**config.mk**
```make
export PLATFORM = sky130hd
export DESIGN_NAME = wake_stab_timer
export DESIGN_NICKNAME = d
export VERILOG_FILES = /design/src/rtl/wst_pkg.sv /design/src/rtl/wst_prescaler.sv /design/src/rtl/wst_down_counter.sv /design/src/rtl/wst_ctrl.sv /design/src/rtl/wake_stab_timer.sv
export SDC_FILE = /design/constraint.sdc
export NUM_CORES = 1
export LEC_CHECK = 0
export BUFFER_PORTS_ARGS = -buffer_cell sky130_fd_sc_hd__buf_2
export CAP_MARGIN = 10
export CORE_MARGIN = 5
export CORE_UTILIZATION = 30
export CTS_CLUSTER_DIAMETER = 80
export DETAILED_ROUTE_END_ITERATION = 7
export PLACE_DENSITY = 0.45
export SETUP_SLACK_MARGIN = 0.2
export SLEW_MARGIN = 10
export SYNTH_ARGS = -nofsm -noshare
export SYNTH_HDL_FRONTEND = slang
export SYNTH_HIERARCHICAL = 1
export SYNTH_SLANG_ARGS = --single-unit
export TNS_END_PERCENT = 1
```
**constraint.sdc**
```tcl
create_clock -name clk_i -period 3.5 [get_ports clk_i]
set_clock_uncertainty 0.15 [all_clocks]
set_input_delay 0.35 -clock clk_i [delete_from_list [all_inputs] [get_ports clk_i]]
set_output_delay 0.35 -clock clk_i [all_outputs]
set_load 0.005 [all_outputs]
```
**src/rtl/wst_pkg.sv**
```systemverilog
package wst_pkg;
  typedef enum logic [1:0] {
    ST_RUN  = 2'd0,
    ST_HALT = 2'd1,
    ST_WAIT = 2'd2
  } wst_state_e;
endpackage

```
**src/rtl/wst_prescaler.sv**
```systemverilog
module wst_prescaler #(
  parameter int unsigned DIV = 10
) (
  input  logic clk_i,
  input  logic rst_ni,
  input  logic clr_i,
  input  logic en_i,
  output logic tick_o
);
  generate
    if (DIV <= 1) begin : g_bypass
      logic unused_clr;
      assign unused_clr = clr_i ^ clk_i ^ rst_ni;
      assign tick_o = en_i;
    end else begin : g_div
      localparam int unsigned PW = $clog2(DIV);
      localparam logic [PW-1:0] LAST = PW'(DIV - 1);
      logic [PW-1:0] pre_q;
      logic          wrap;
      assign wrap = (pre_q == LAST);
      always_ff @(posedge clk_i or negedge rst_ni) begin
        if (!rst_ni)      pre_q <= '0;
        else if (clr_i)   pre_q <= '0;
        else if (en_i)    pre_q <= wrap ? '0 : pre_q + 1'b1;
      end
      assign tick_o = en_i & wrap;
    end
  endgenerate
endmodule

```
**src/rtl/wst_down_counter.sv**
```systemverilog
module wst_down_counter #(
  parameter int unsigned PRESET = 256,
  parameter int unsigned CW     = $clog2(PRESET + 1)
) (
  input  logic          clk_i,
  input  logic          rst_ni,
  input  logic          load_i,
  input  logic          dec_i,
  output logic [CW-1:0] cnt_o,
  output logic          last_o
);
  logic [CW-1:0] cnt_q;
  always_ff @(posedge clk_i or negedge rst_ni) begin
    if (!rst_ni)                     cnt_q <= '0;
    else if (load_i)                 cnt_q <= CW'(PRESET);
    else if (dec_i && cnt_q != '0)   cnt_q <= cnt_q - 1'b1;
  end
  assign cnt_o  = cnt_q;
  assign last_o = (cnt_q == CW'(1));
endmodule

```
**src/rtl/wst_ctrl.sv**
```systemverilog
module wst_ctrl
  import wst_pkg::*;
(
  input  logic       clk_i,
  input  logic       rst_ni,
  input  logic       halt_i,
  input  logic       wake_i,
  input  logic       rc_i,
  input  logic       dly_en_i,
  input  logic       done_i,
  output wst_state_e state_o,
  output logic       load_o,
  output logic       core_en_o,
  output logic       ready_o
);
  wst_state_e state_q, state_d;
  logic       ready_q, skip_dly;

  assign skip_dly = rc_i & ~dly_en_i;

  always_comb begin
    state_d = state_q;
    unique case (state_q)
      ST_RUN:  if (halt_i) state_d = ST_HALT;
      ST_HALT: if (wake_i) state_d = skip_dly ? ST_RUN : ST_WAIT;
      ST_WAIT: if (done_i) state_d = ST_RUN;
      default: state_d = ST_RUN;
    endcase
  end

  always_ff @(posedge clk_i or negedge rst_ni) begin
    if (!rst_ni) begin
      state_q <= ST_RUN;
      ready_q <= 1'b0;
    end else begin
      state_q <= state_d;
      ready_q <= (state_q != ST_RUN) && (state_d == ST_RUN);
    end
  end

  assign load_o    = (state_q == ST_HALT) & wake_i & ~skip_dly;
  assign state_o   = state_q;
  assign core_en_o = (state_q == ST_RUN);
  assign ready_o   = ready_q;
endmodule

```
**src/rtl/wake_stab_timer.sv**
```systemverilog
module wake_stab_timer
  import wst_pkg::*;
#(
  parameter int unsigned DIV    = 10,
  parameter int unsigned PRESET = 256
) (
  input  logic clk_i,
  input  logic rst_ni,
  input  logic osc_ok_i,
  input  logic halt_i,
  input  logic wake_req_i,
  input  logic rc_mode_i,
  input  logic dly_en_i,
  output logic core_clk_en_o,
  output logic ready_o
);
  localparam int unsigned CW = $clog2(PRESET + 1);

  wst_state_e    state_q;
  logic          load, pre_en, tick, last, done;
  logic [CW-1:0] cnt_val;

  assign pre_en = (state_q == ST_WAIT) & osc_ok_i;
  assign done   = tick & last;

  wst_prescaler #(.DIV(DIV)) u_pre (
    .clk_i  (clk_i),
    .rst_ni (rst_ni),
    .clr_i  (load),
    .en_i   (pre_en),
    .tick_o (tick)
  );

  wst_down_counter #(.PRESET(PRESET), .CW(CW)) u_cnt (
    .clk_i  (clk_i),
    .rst_ni (rst_ni),
    .load_i (load),
    .dec_i  (tick),
    .cnt_o  (cnt_val),
    .last_o (last)
  );

  wst_ctrl u_ctrl (
    .clk_i     (clk_i),
    .rst_ni    (rst_ni),
    .halt_i    (halt_i),
    .wake_i    (wake_req_i),
    .rc_i      (rc_mode_i),
    .dly_en_i  (dly_en_i),
    .done_i    (done),
    .state_o   (state_q),
    .load_o    (load),
    .core_en_o (core_clk_en_o),
    .ready_o   (ready_o)
  );
endmodule

```
After elaboration in Yosys (flattened, before gate mapping)
Cells that the tools add are included.

cells by class
  add/subtract/negate cells = 2
  $mul = 0
  divide/modulo/power cells = 0
  order comparisons = 0
  eq/ne operators = 4
  shifts and indexed selects = 0
  muxes and demuxes = 10
  bitwise operators = 8
  reduce and logical (&&, ||, !) cells = 8

operators with widths
  operator             number
  $mux 9               2
  $mux 4               3
  $eq 9x1->1 const B   1
  $reduce_bool 9->1    1
  $sub 9x1->9 const B  1
  $mux 2               4
  $and 1x1->1          6
  $pmux 2 s3           1
  $reduce_bool 2->1    3
  $add 4x1->4 const B  1
  $eq 4x4->1 const B   1
  $logic_not 2->1      2
  $eq 2x1->1 const B   1
  $eq 2x2->1 const B   1
  $logic_and 1x1->1    2
  $not 1->1            2

word-level totals
  flip-flop bits (word level) = 16
  bits in latches = 0
  memory bits (writable) = 0
  bits in read-only memories = 0
  input port bits = 7
  output and inout bits = 2
  word-level logic and storage cells = 36
  memories = 0

Longest topological paths before layout
Gate-level depths: netlist of run 1.

  word-level depth = 8
  depth in mapped cells = 7
  depth with buffers taken out = 7

Hierarchy
Netlist of run 1, hierarchy kept.

by module, submodules not included
  module            instances  cells each  area an instance (um2)  sequential area each (um2)
  wst_down_counter  1          54          569.3                   225.2
  wst_prescaler     1          26          241.5                   100.1
  wst_ctrl          1          15          146.4                   75.1
  wake_stab_timer   1          2           15.0                    0.0

Worst setup path before layout of run 1
No wires, ideal clock.

  kind = flip-flop to flip-flop
  start point = register u_ctrl.state_q[0] (netlist: u_ctrl/state_o[0])
  end point = register u_cnt.cnt_q[5] (netlist: u_cnt/cnt_o[5])
  library setup time = 0.128 ns
  arrival time = 2.231 ns
  data required time = 3.222 ns
  path slack = 0.991 ns
  stages on the path, launching flop included = 7
  path buffers = 0
  clock period less this slack = 2.509 ns
  cells stage by stage = dfrtp_1 > and3b_1 > inv_1 > nor2_1 > or4b_4 > a2111oi_2 > mux2_1

on the way
  longest elaborated chain between the ends = 5
  elaborated cells on any way between the ends = 9
  classes of those cells = 2 x eq/ne; 1 x mux; 4 x bitwise; 2 x reduce/logical

ends and longest elaborated chain
  what                         line                    text
  from (decl)                  wst_ctrl.sv:16          wst_state_e state_q, state_d;
  from (signal assigned)       wst_ctrl.sv:36          state_q <= state_d;
  $eq 2x2->1                   wake_stab_timer.sv:23   assign pre_en = (state_q == ST_WAIT) & osc_ok_i;
  $and 1x1->1                  wake_stab_timer.sv:23
  named net pre_en             wake_stab_timer.sv:20   logic load, pre_en, tick, last, done;
  $and 1x1->1                  wst_prescaler.sv:26     assign tick_o = en_i & wrap;
  named net tick               wake_stab_timer.sv:20
  $logic_and 1x1->1            wst_down_counter.sv:16  else if (dec_i && cnt_q != '0) cnt_q <= cnt_q - 1'b1;
  $reduce_bool 2->1 (no line)  -
  to (signal assigned)         wst_down_counter.sv:15  else if (load_i) cnt_q <= CW'(PRESET);
  to (signal assigned)         wst_down_counter.sv:16
  to (decl)                    wst_down_counter.sv:12  logic [CW-1:0] cnt_q;

The timed path passes the listed nets, and every way through them passes these cells.
A chain may end at the register's enable or synchronous reset.

Worst setup path in the final report of run 1
Ends and elaborated chain as after synthesis.

==> results of run 1 <==
metal layers:
metal | up-vias | wire [um]
met5 | - | 0
met4 | 0 | 18
met3 | 2 | 136
met2 | 17 | 794
met1 | 335 | 997
li1 | 391 | -
layout by cell type (no fill, tap or decap), types with 2 or more instances in the layout:
master / synthesis / layout
sky130_fd_sc_hd__buf_2: 0 / 8
sky130_fd_sc_hd__a2111o_1: 2 / 2
sky130_fd_sc_hd__dfrtp_1: 16 / 16
sky130_fd_sc_hd__nand2_1: 7 / 7
sky130_fd_sc_hd__a21oi_1: 8 / 8
sky130_fd_sc_hd__nor2_1: 7 / 7
sky130_fd_sc_hd__mux2_2: 2 / 2
sky130_fd_sc_hd__clkbuf_4: 0 / 3
sky130_fd_sc_hd__o21ai_1: 2 / 2
sky130_fd_sc_hd__nor2b_1: 3 / 3
sky130_fd_sc_hd__ha_1: 5 / 5
sky130_fd_sc_hd__inv_1: 5 / 5
sky130_fd_sc_hd__or4_1: 2 / 2
sky130_fd_sc_hd__nand2b_1: 3 / 3
sky130_fd_sc_hd__o21ai_0: 6 / 6
sky130_fd_sc_hd__nand3b_1: 3 / 3
layout make-up:
type	count	area (sq um)	share of cell area, %
sequential	16	400	36.3
multi-input combinational	75	549	49.8
inverter	5	18.8	1.70
timing repair buffer	10	57.6	5.22
tap	44	55.1	4.99
clock buffer	3	22.5	2.04
how the worst max path moves through the flow:
stage                                            from                    endpoint  slack (ps)  cells after the start
after floorplan           u_ctrl/state_o[0]$_DFF_PN0_  u_cnt/cnt_o[5]$_DFFE_PN0P_         990                      6
after global placement    u_ctrl/state_o[0]$_DFF_PN0_  u_cnt/cnt_o[5]$_DFFE_PN0P_         850                      6
after detailed placement  u_ctrl/state_o[0]$_DFF_PN0_  u_cnt/cnt_o[5]$_DFFE_PN0P_         760                      6
after CTS                 u_ctrl/state_o[0]$_DFF_PN0_  u_cnt/cnt_o[5]$_DFFE_PN0P_         750                      6
after global routing      u_ctrl/state_o[0]$_DFF_PN0_  u_cnt/cnt_o[5]$_DFFE_PN0P_         530                      6
final                     u_ctrl/state_o[0]$_DFF_PN0_  u_cnt/cnt_o[5]$_DFFE_PN0P_         750                      6
per-stage QoR:
stage	total power [W]	util (%)	setup slack (ps)	instance area [sq um]	hold WS [ps]
2_1_floorplan	0.000326	-	991	972	-95.6
3_3_place_gp	0.000367	34.8	846	1070	147
3_5_place_dp	0.000368	34.8	761	1070	143
4_1_cts	0.000473	35.9	747	1100	159
5_1_grt	0.000501	35.9	532	1100	155
6_report	0.000462	35.9	746	1100	174
worst max-delay path, cell delays in order, from the launching register on:
cell                        delay [ps]
sky130_fd_sc_hd__dfrtp_1           460
sky130_fd_sc_hd__and3b_1           360
sky130_fd_sc_hd__inv_1             100
sky130_fd_sc_hd__nor2_1            300
sky130_fd_sc_hd__or4b_4            550
sky130_fd_sc_hd__a2111oi_2         370
sky130_fd_sc_hd__mux2_1            350
state kept, by name, indices dropped and copies added (netlist names):
register	count
u_pre/g_div.pre_q	4
u_ctrl/state_o	2
u_ctrl/ready_o	1
u_cnt/cnt_o	9
where the power goes:
part	switching [W]	internal [W]	total, W
combinational	0.0000628	0.0000556	0.000118
sequential	0.0000336	0.000212	0.000246
clock	0.0000579	0.0000399	0.0000978
total	0.000154	0.000308	0.000462
cells by family after synthesis:
| logic type | count (synthesis) | synth area share, % |
|---|---|---|
| xor gates and xnor gates | 1 | 0.901 |
| AOI/OAI and AO/OA | 27 | 19.4 |
| and+or+nand+nor | 39 | 26.3 |
| adders and majority gates | 5 | 6.44 |
| muxes | 3 | 3.47 |
| buffers and inverters | 6 | 2.32 |
| DFF | 16 | 41.2 |
==> results.txt, run 1 <==
The layer flagged by global routing as most heavily used is met1. For the H-tree depth, the log shows 1. For this configuration, the core starts out at a cell density of 31.6%.

The run finished with clean final reports. Input and output buffers added on the ports amount to 8. For the combined global-route utilization of all metal layers, the log shows 9.84%.

At the end of the flow, the number of nets in the layout was 123. In this run, synthesis produced a sequential element count of 16. The clock insertion delay at the later pin of the skew report was 280 ps; the maximum vdd drop was 0.0970 mV.

Counting flops with an async set or reset pin after synthesis yields a share of 100%. The first detailed-routing pass ran for 6 iterations. At the worst endpoint, the required time is 3520 ps.

The share of layout cells above drive strength 1 is 21.1%. Derived from the worst setup path, the maximum achievable clock frequency is 363 MHz. In the global route stage, met3 resource usage came out at 2.19%.

The startpoint identified for the worst hold timing path is halt_i. For the data arrival time of the worst path, the log shows 2780 ps. The cell count of the worst hold path was 3. For the number of vias after detailed routing, the log shows 745. In the global route stage, met2 resource usage came out at 13.4%. The worst flop-to-flop path endpoint is u_cnt/cnt_o[5]$_DFFE_PN0P_. In this run the worst path has a maximum fanout of 9.

Worst hold endpoint: u_ctrl/state_o[0]$_DFF_PN0_. The layout-stage area growth over the synthesis result is 13.5%, and the final max-slew violation count is 0. For the worst slew slack as a fraction of its limit, the log shows 58.5%. The run gives 4480 sq um as the area enclosed by the die boundary.

For the wire length reported by the detailed router, the log shows 1950 um. After routing, the total negative slack on setup checks comes to 0 ps. In this run the vertical extent of the chip is 66.9 um. The commonest cells after synthesis are sky130_fd_sc_hd__dfrtp_1, sky130_fd_sc_hd__a21oi_1, sky130_fd_sc_hd__nand2_1, sky130_fd_sc_hd__nor2_1, sky130_fd_sc_hd__o21ai_0. The tools report the element type at the critical path end as a flip-flop. In this run the cell area of the synthesized design comes to 972 sq um. The number of gates resized after cts was 0; the site row count was 20.

Setup violations remaining at the end of the flow were counted as 0. The run gives 16 as the total number of clock tree sinks. The most common cell in the synthesized netlist was sky130_fd_sc_hd__dfrtp_1. The number of instances in the synthesized netlist was 97; the leakage power was 0.483 nW.

Length in cells of the worst reg-to-reg path: 6. The worst setup path is launched from a flip-flop. Global routing finished with a remaining overflow of 0.

The run gives 0 as the number of hold-slack violations in the final timing report. In this run, synthesis inferred 0 flip-flops with an integrated enable. The layout has 327 filler cells. Dividing total power by cell area gives a power density of 419 nW/um^2. The half-perimeter wire length after placement is 1380 um, and the proportion of netlist area held by the largest area contributor is 41.2%. For this run, the register share of the synthesized area comes to 41.2%. For this run, the leading register cell type out of synthesis is sky130_fd_sc_hd__dfrtp_1. The tool flagged a number of max-cap violations equal to 0. Ranked by total cell area, the synthesized netlist is headed by sky130_fd_sc_hd__dfrtp_1, sky130_fd_sc_hd__ha_1, sky130_fd_sc_hd__a21oi_1. The logs give 0 for the number of antenna-violating nets in the routed design and 694 for the number of global-route vias before repair.

The path class of the tightest hold or removal check is in -> reg. Clock transition at the register clock pins on the worst setup and hold paths after CTS: 90 ps. The finished layout holds 153 standard cells, fillers aside. For this block, the initial DRC count from the detailed router was 65.

For the net count after synthesis, the log shows 109. TritonCTS built the clock tree. The number of antenna violations at the first check in global routing was 0. The final critical path takes up 78.7% of the cycle. For the pin with the worst max-slew slack, the measured transition is 622 ps.

The die is 66.9 um wide. By startpoint and endpoint, the worst setup path is classified as reg -> reg. In this run the deepest clock path goes through 2 buffers.

The synthesis warning total is 6. The number of hold buffers added after CTS is 1, and the number of top-level pins is 9. For the internal reg-to-reg setup slack, the log shows 750 ps. Once placement completed, the tool counted placed cells totaling 149. The tools report the worst reg2reg path startpoint as u_ctrl/state_o[0]$_DFF_PN0_. For the final RePlAce weighted congestion, the log shows 0.785. Number of setup buffers added after CTS: 0.

Setup repair after global routing left no endpoint under its margin. The largest total area in the synthesized netlist belongs to sky130_fd_sc_hd__dfrtp_1. Library cell used as clock root buffer: sky130_fd_sc_hd__clkbuf_4. The detailed-route vias per instance was 4.87; the pin count of the biggest net entering global routing was 17. Synthesized area per cell: 10.0 sq um. The routed wire length per instance came out at 12.7 um. The count of inserted antenna diode cells was 0. The run gives 3280 um as the wire length of the first global-routing pass. Global routing consumed, on the met1 layer, 14.1% of the routing resources. For the number of buffers added by the clock tree synthesis step, the log shows 3. After detailed routing, the number of remaining DRC violations is 0. Counting distinct cell types in the post-synthesis netlist gives 40. The routed design could run at a clock period as short as 2750 ps.

The placeable core area was 3080 sq um.
Power figures use the tool's default switching activity.
==> inputs of run 2 (changes only) <==
--- a/config.mk
+++ b/config.mk
@@ -5,6 +5,7 @@
 export SDC_FILE = /design/constraint.sdc
 export NUM_CORES = 1
 export LEC_CHECK = 0
+export ABC_AREA = 1
 export BUFFER_PORTS_ARGS = -buffer_cell sky130_fd_sc_hd__buf_2
 export CAP_MARGIN = 10
 export CORE_MARGIN = 5
==> constraint.sdc (replaced) <==
create_clock -name clk_i -period 2.9 [get_ports clk_i]
set_clock_uncertainty 0.15 [all_clocks]
set_input_delay 0.29 -clock clk_i [delete_from_list [all_inputs] [get_ports clk_i]]
set_output_delay 0.29 -clock clk_i [all_outputs]
set_load 0.005 [all_outputs]
==> run 2 against run 1 <==
Against the previous run:
- first-iteration DRC count shrank 40%
- utilization down 0.47 points
- flip-flop and latch count stayed put
- design area up 9.5%
- critical endpoint is now u_cnt/cnt_o[3]$_DFFE_PN0P_
==> results.txt, run 2 <==
The flow ran to the end, and the final reports show no timing, DRC or antenna violations. For the global route total overflow, the log shows 0 (unchanged). The share of layout cells above drive strength 1 came out at 18.6% (-2.5 points).

The fraction of registers with async set or reset after synthesis is 100% (unchanged), and the number of nets in the final layout is 170 (+38%). The final period utilization is 59.7% (-19 points), and the clock insertion delay at the later pin of the skew report is 290 ps (about the same). The number of flip-flops in the largest register is 9 (unchanged), and the number of I/O port buffers is 8 (unchanged). The number of antenna violations at the first check in global routing is 0 (unchanged).

Setup repair after global routing left no endpoint under its margin. Worst setup path startpoint: u_pre/g_div.pre_q[1]$_DFFE_PN0P_. The category of cells accounting for the largest share of critical-path delay was simple AND/OR/NAND/NOR gates. The routed wire length per instance works out to 10.4 um (-18%).

In this run the critical register-to-register path is launched from u_pre/g_div.pre_q[1]$_DFFE_PN0P_. The critical path is of the reg -> reg type. The minimum clock period came out at 1730 ps (-1020 ps).

Slowest cell on the critical path: sky130_fd_sc_hd__dfrtp_1. The final max-slew violation count is 0 (unchanged), and the wire length of the first global-routing pass is 3760 um (+15%). The critical hold path startpoint was halt_i.

Final RePlAce weighted congestion: 0.759 (-3.3%). The most common cell in the synthesized netlist was sky130_fd_sc_hd__nand2_1. The site row count came out at 21 (+5.0%). The number of setup buffers added after CTS is 0 (unchanged), and the number of hold-slack violations in the final timing report is 0 (unchanged). The half-perimeter wire length after placement was 1560 um (+12%). The placement-stage worst setup slack is 1170 ps (+405 ps), and the detailed-router iteration count before antenna repair is 4 (-2). The logs give 16 (unchanged) for the total number of clock tree sinks and 2 (unchanged) for the maximum clock insertion buffer count. The synthesized area per cell came out at 7.49 sq um (-25%). Combined global-route utilization of all metal layers: 9.45% (-0.38 points). The total negative slack for setup checks is 0 ps (unchanged). For the number of top-level pins, the log shows 9 (unchanged). The tree is rooted in a sky130_fd_sc_hd__clkbuf_4. The number of antenna-violating nets in the routed design is 0 (unchanged).

STA classifies the critical path startpoint as a flip-flop. The fmax came out at 578 MHz (+59%). Leading cell type in the layout, fill and taps excluded: sky130_fd_sc_hd__nand2_1. For the number of buffers added by the clock tree synthesis step, the log shows 3 (unchanged).

The cell type with the highest aggregate area in the netlist is sky130_fd_sc_hd__dfrtp_1. The horizontal extent of the die was 70.0 um (+4.5%); the slew at the pin closest to its max-slew limit was 380 ps (-242 ps). The proportion of netlist area held by the largest area contributor is 37.1% (-4.1 points), and the synthesis-stage register bit count is 16 (unchanged). The maximum vdd drop is 0.309 mV (+220%). The number of filler instances in the final layout was 385 (+18%); the number of buffers and inverters on the critical path was 2 (+1).

The run gives 1170 ps (+422 ps) as the final worst setup slack. The vertical die dimension works out to 70.0 um (+4.5%). The run gives 17 (unchanged) as the pin count of the biggest net entering global routing. The power density over cell area is 607 nW/um^2 (+45%).

The tools report the placeable core area as 3420 sq um (+11%). The maximum fanout count along the critical path was 9 (unchanged). The number of global-route vias before repair was 859 (+24%); the stage delay of the slowest cell on the critical path was 430 ps (-120 ps). The layout-stage area growth over the synthesis result was 12.1%; the number of instances in the synthesized netlist was 144 (+48%).

The clock transition at the register clock pins on the worst setup and hold paths after CTS is 90 ps (about the same). For the critical path data required time, the log shows 2930 ps (-590 ps). The H-tree depth was 1 (unchanged). The tightest min-delay check is of the in -> reg type. The number of hold buffers added after CTS is 1 (unchanged), and the sequential element share of the synthesized area is 37.1% (-4.1 points). The area of the mapped netlist was 1080 sq um (+11%).

Leaving out fill and tap cells, the most frequent cells in the layout are sky130_fd_sc_hd__nand2_1, sky130_fd_sc_hd__inv_1, sky130_fd_sc_hd__dfrtp_1. The worst slew slack as a fraction of its limit came out at 74.7% (+16 points). The tools report the number of distinct library cells after synthesis as 21 (-48%). In the synthesized netlist the dominant register cell turns out to be sky130_fd_sc_hd__dfrtp_1. The area enclosed by the die boundary is 4890 sq um (+9.3%). For the number of vias after detailed routing, the log shows 896 (+20%).

Yosys attributes the largest share of cell area to sky130_fd_sc_hd__dfrtp_1, sky130_fd_sc_hd__nand2_1, sky130_fd_sc_hd__inv_1. The commonest cells after synthesis are sky130_fd_sc_hd__nand2_1, sky130_fd_sc_hd__inv_1, sky130_fd_sc_hd__dfrtp_1. STA classifies the critical path endpoint as a flip-flop. The number of gates resized after cts is 0 (unchanged), and the remaining design rule violation count is 0 (unchanged). The tools report the initial cell density of the core as 31.6% (about the same). The logs give 39 (-40%) for the DRC marker count from the first detailed-route iteration and 0 (unchanged) for the max-cap check violation count. The detailed-route vias per instance came out at 4.44 (-8.9%). Synthesis warning total: 6 (unchanged). The wire length reported by the detailed router was 2100 um (+7.8%).

TritonCTS built the clock tree. Traced cell by cell, the critical path runs through inv_1, ha_1, nand3_1, nor2_1, inv_4, nor2_8, nor2_8, nand2_1, nand2_1. The number of enable flip-flop cells after synthesis is 0 (unchanged). The logs give 0 (unchanged) for the count of final setup violators and 156 (+43%) for the net count after synthesis. The data arrival time of the worst path came out at 1760 ps (-1020 ps).

The logs give 0 (unchanged) for the count of inserted antenna diode cells and 0.632 nW (+31%) for the leakage power.
run 2: where the power goes:
group	switching (W)	leakage, nW	internal (W)
sequential	0.0000516	0.211	0.000267
combinational	0.000188	0.407	0.000106
clock	0.0000719	0.0138	0.0000482
run 2: routing by layer:
layer / global-route usage [%] / up-vias / wire (um)
met5: 0 / - / 0
met4: 3.83 / 0 / 20
met3: 2.15 / 2 / 70
met2: 13.5 / 12 / 929
met1: 13.6 / 404 / 1080
li1: - / 478 / -
run 2: area by class of cell:
class                   count  area [sq um]  area share (%)
clock buffers               3          22.5            1.86
well taps                  46          57.6            4.76
inverters                  26           100            8.28
repair buffers              9          50.0            4.14
flip-flops and latches     16           400            33.1
multi-input cells         102           578            47.8
run 2: cells by family after synthesis:
kind of cell	count (synthesis)	share of synthesized area [%]
and+or+nand+nor	86	41.0
DFF	16	37.1
buffers and inverters	26	9.28
AOI/OAI and AO/OA	9	5.22
xor gates and xnor gates	2	1.62
adders and majority gates	5	5.80
run 2: final timing paths:
path                                                         end  slack [ps]  cells after the start
worst min-delay path                 u_ctrl/state_o[0]$_DFF_PN0_          70                      3
min in group asynchronous             u_cnt/cnt_o[0]$_DFFE_PN0P_         290                      2
worst min register to register        u_cnt/cnt_o[8]$_DFFE_PN0P_         380                      2
max in group asynchronous       u_pre/g_div.pre_q[1]$_DFFE_PN0P_        2030                      2
worst max-delay path                  u_cnt/cnt_o[3]$_DFFE_PN0P_        1170                      9
worst max register to register        u_cnt/cnt_o[3]$_DFFE_PN0P_        1170                      9
run 2: worst min-delay path, stage by stage:
cell,delay [ps]
sky130_fd_sc_hd__buf_2,80
sky130_fd_sc_hd__nand2_2,40
sky130_fd_sc_hd__o31ai_1,50
run 2: through the flow:
stage / total power (W) / instances / hold WS (ps) / utilization, % / instance area (sq um)
after floorplan: 0.000537 / 144 / -156 / - / 1080
final: 0.000733 / 202 / 66.0 / 35.4 / 1210
after global placement: 0.000615 / 198 / 82.8 / 34.4 / 1180
after global routing: 0.000803 / 202 / 76.6 / 35.4 / 1210
after CTS: 0.000741 / 202 / 56.3 / 35.4 / 1210
after detailed placement: 0.000615 / 198 / 88.1 / 34.4 / 1180
==> inputs of run 3 (changes only) <==
--- a/config.mk
+++ b/config.mk
@@ -12,7 +12,7 @@
 export CORE_UTILIZATION = 30
 export CTS_CLUSTER_DIAMETER = 80
 export DETAILED_ROUTE_END_ITERATION = 7
-export PLACE_DENSITY = 0.45
+export PLACE_DENSITY = 0.46
 export SETUP_SLACK_MARGIN = 0.2
 export SLEW_MARGIN = 10
 export SYNTH_ARGS = -nofsm -noshare
==> constraint.sdc (replaced) <==
create_clock -name clk_i -period 1.5 [get_ports clk_i]
set_clock_uncertainty 0.15 [all_clocks]
set_input_delay 0.15 -clock clk_i [delete_from_list [all_inputs] [get_ports clk_i]]
set_output_delay 0.15 -clock clk_i [all_outputs]
set_load 0.005 [all_outputs]
==> run 3 against run 2 <==
Against the previous run:
- the run now ends with setup timing left
- count of clock-buffer cells in the layout grew 1
- critical path type unchanged
- flip-flop and latch count did not move
- maximum frequency increased by 12%
- design area increased by 30%
- register-to-register slack worse by 1200 ps
- routed wire length increased by 20%
- first-iteration DRC count grew 31%
- critical endpoint is now u_cnt/cnt_o[4]$_DFFE_PN0P_
- via count up 16%
==> results.txt, run 3 (synthesis results as in run 2) <==
The run finished, with violations left. The final reports fail on setup timing. The run gives 0 (unchanged) as the final max-slew violation count.

The maximum vdd drop was 0.568 mV (+84%). The wire length reported by the detailed router is 2520 um (+20%). The worst hold path terminates at u_ctrl/state_o[1]$_DFF_PN0_. The worst setup path is launched from a flip-flop. The total negative slack for setup checks is -193 ps (-193 ps). The half-perimeter wire length after placement is 1850 um (+19%).

The number of hold-slack violations in the final timing report came out at 0 (unchanged). The leading cell type in the layout, fill and taps excluded was sky130_fd_sc_hd__nand2_1. The number of nets in the final layout came out at 202 (+19%).

The number of global-route vias before repair was 1108 (+29%); the number of filler instances in the final layout was 351 (-8.8%). The tightest min-delay check is of the in -> reg type. The fmax was 647 MHz (+12%).

Setup repair after global routing could not meet its margin everywhere. The data arrival time of the worst path is 1620 ps (-140 ps). Global route total overflow: 0 (unchanged). The number of buffers added by the clock tree synthesis step came out at 3 (unchanged). The signal on the critical path passes through inv_1, ha_2, nand3_2, nor2_4, inv_4, nor2_8, nand4_1, nand2_1.

The critical path data required time is 1580 ps (-1350 ps), and the number of buffers and inverters on the critical path is 2 (unchanged). The run gives 659 sq um (+14%) as the area occupied by multi-input gates. The worst register-to-register path begins at u_pre/g_div.pre_q[1]$_DFFE_PN0P_. The area enclosed by the die boundary is 4890 sq um (unchanged). The critical path start-end classification was reg -> reg. The library cell used as clock root buffer is sky130_fd_sc_hd__clkbuf_4. Element type at the critical path end: a flip-flop.

The detailed-route vias per instance works out to 4.43 (-0.13%). The detailed-router iteration count before antenna repair is 4 (unchanged), and the maximum clock insertion buffer count is 2 (unchanged). The tools report the wire length of the first global-routing pass as 4640 um (+23%). The internal reg-to-reg setup slack was -50 ps (-1220 ps); the final period utilization was 103% (+43 points). The H-tree depth was 1 (unchanged); the slew at the pin closest to its max-slew limit was 386 ps (+5.90 ps).

The placement-stage worst setup slack was -60.6 ps (-1230 ps). Leaving out fill and tap cells, the most frequent cells in the layout are sky130_fd_sc_hd__nand2_1, sky130_fd_sc_hd__buf_4, sky130_fd_sc_hd__dfrtp_1. The vertical die dimension is 70.0 um (unchanged), and the share of layout cells above drive strength 1 is 41.3% (+23 points). For the count of final setup violators, the log shows 10 (+10). The worst hold margin is 51.0 ps (-15.0 ps).

The startpoint identified for the worst hold timing path is rc_mode_i. The number of I/O port buffers was 8 (unchanged). The combined global-route utilization of all metal layers was 11.7% (+2.2 points).

The number of flip-flops in the largest register works out to 9 (unchanged). The DRC marker count from the first detailed-route iteration is 51 (+31%), and the remaining design rule violation count is 0 (unchanged). The length in cells of the worst reg-to-reg path was 8 (-1); the cell count of the worst hold path was 4 (+1). The run gives 21 (unchanged) as the site row count. Horizontal extent of the die: 70.0 um (unchanged). Grouping stages by cell kind, the critical path spends the most delay in simple AND/OR/NAND/NOR gates. Total number of clock tree sinks: 16 (unchanged). The run gives 1360 sq um (+16%) as the instance area after placement.

The routed wire length per instance works out to 10.7 um (+3.4%). The worst register-to-register path ends at u_cnt/cnt_o[4]$_DFFE_PN0P_. The minimum clock period was 1550 ps (-185 ps); the maximum fanout count along the critical path was 5 (-4).

The power density over cell area is 1120 nW/um^2 (+85%). Among all stages on the critical path, the largest delay is contributed by sky130_fd_sc_hd__dfrtp_1. The logs give 1041 (+16%) for the number of vias after detailed routing and 0.834 (+10%) for the final RePlAce weighted congestion. The worst slew slack as a fraction of its limit was 74.3% (-0.39 points).

The number of antenna-violating nets in the routed design was 0 (unchanged). The tools report the cell area after layout as 1570 sq um (+30%). The number of antenna violations at the first check in global routing came out at 0 (unchanged). Final worst setup slack: -46.6 ps (-1220 ps). The clock insertion delay at the later pin of the skew report is 290 ps (about the same), and the final instance count without filler cells is 235 (+16%). The leakage power was 0.797 nW (+26%); the stage delay of the slowest cell on the critical path was 390 ps (-40 ps). The area growth from synthesis to layout is 45.1%.

The logs give 220 (+11%) for the cell count after placement and 31.6% (unchanged) for the initial cell density of the core. For the placeable core area, the log shows 3420 sq um (unchanged). The max-cap check violation count is 0 (unchanged), and the number of top-level pins is 9 (unchanged).

The clock transition at the register clock pins on the worst setup and hold paths after CTS is 100 ps (about the same). TritonCTS built the clock tree. For the area occupied by registers, the log shows 400 sq um (unchanged). The pin count of the biggest net entering global routing was 17 (unchanged). The count of inserted antenna diode cells is 0 (unchanged).
==> run 3: changes by cell type in the layout (fill, tap and decap cells not counted), moves of 4 or more <==
cell	change
sky130_fd_sc_hd__nand2_1	-4
sky130_fd_sc_hd__inv_1	-8
sky130_fd_sc_hd__buf_4	+24
sky130_fd_sc_hd__nor2_4	+4
sky130_fd_sc_hd__inv_2	+8
sky130_fd_sc_hd__buf_6	+5
==> run 3: how the worst max path moves through the flow <==
stage,from,end,slack [ps],cells past startpoint
2_1_floorplan,u_pre/g_div.pre_q[1]$_DFFE_PN0P_,u_cnt/cnt_o[5]$_DFFE_PN0P_,20,9
5_1_grt,u_cnt/cnt_o[1]$_DFFE_PN0P_,u_cnt/cnt_o[8]$_DFFE_PN0P_,-160,11
6_report,u_pre/g_div.pre_q[1]$_DFFE_PN0P_,u_cnt/cnt_o[4]$_DFFE_PN0P_,-50,8
4_1_cts,u_cnt/cnt_o[1]$_DFFE_PN0P_,u_cnt/cnt_o[4]$_DFFE_PN0P_,-80,10
3_5_place_dp,u_pre/g_div.pre_q[1]$_DFFE_PN0P_,u_cnt/cnt_o[4]$_DFFE_PN0P_,-60,8
3_3_place_gp,u_pre/g_div.pre_q[1]$_DFFE_PN0P_,u_cnt/cnt_o[3]$_DFFE_PN0P_,-20,9
==> run 3: final cells by class <==
class | count | area share [%]
clock buffers | 4 | 2.32
inverters | 26 | 6.39
multi-input cells | 103 | 42.1
flip-flops and latches | 16 | 25.6
well taps | 46 | 3.68
repair buffers | 40 | 19.9
==> run 3: per-layer routing <==
layer	global-route usage [%]	vias up	part of all wire, %
li1	-	548	-
met1	14.2	478	46
met2	20.1	13	50
met3	2.30	2	3.0
met4	4.47	0	0.79
met5	0	-	0
==> run 3: tightest hold or removal path, cell delays in order <==
cell and delay [ps]:
sky130_fd_sc_hd__buf_2 80, sky130_fd_sc_hd__nand2_1 70, sky130_fd_sc_hd__nand3_2 90, sky130_fd_sc_hd__nand2_2 60
==> run 3: per-stage QoR <==
stage | power (W) | util [%]
after floorplan | 0.00105 | -
after global placement | 0.00134 | 39.8
after detailed placement | 0.00135 | 39.8
after CTS | 0.00170 | 44.0
after global routing | 0.00193 | 45.8
final | 0.00175 | 45.8
==> run 3: power breakdown <==
| group | leakage, nW | internal, W | switching (W) |
|---|---|---|---|
| Clock | 0.0210 | 0.000148 | 0.000145 |
| Sequential | 0.211 | 0.000516 | 0.0000630 |
| Combinational | 0.565 | 0.000396 | 0.000485 |
| Total | 0.797 | 0.00106 | 0.000693 |
==> run 3: what timing repair did <==
item / 4_1_cts / 5_1_grt
setup buffers: 4 / 2
pin swaps: 8 / 5
endpoints found under the setup margin: 16 / 16
endpoints found under the hold margin: 18 / 0
gates cloned: 1 / 0
resized for setup: 9 / 16
hold buffers: 4 / 0
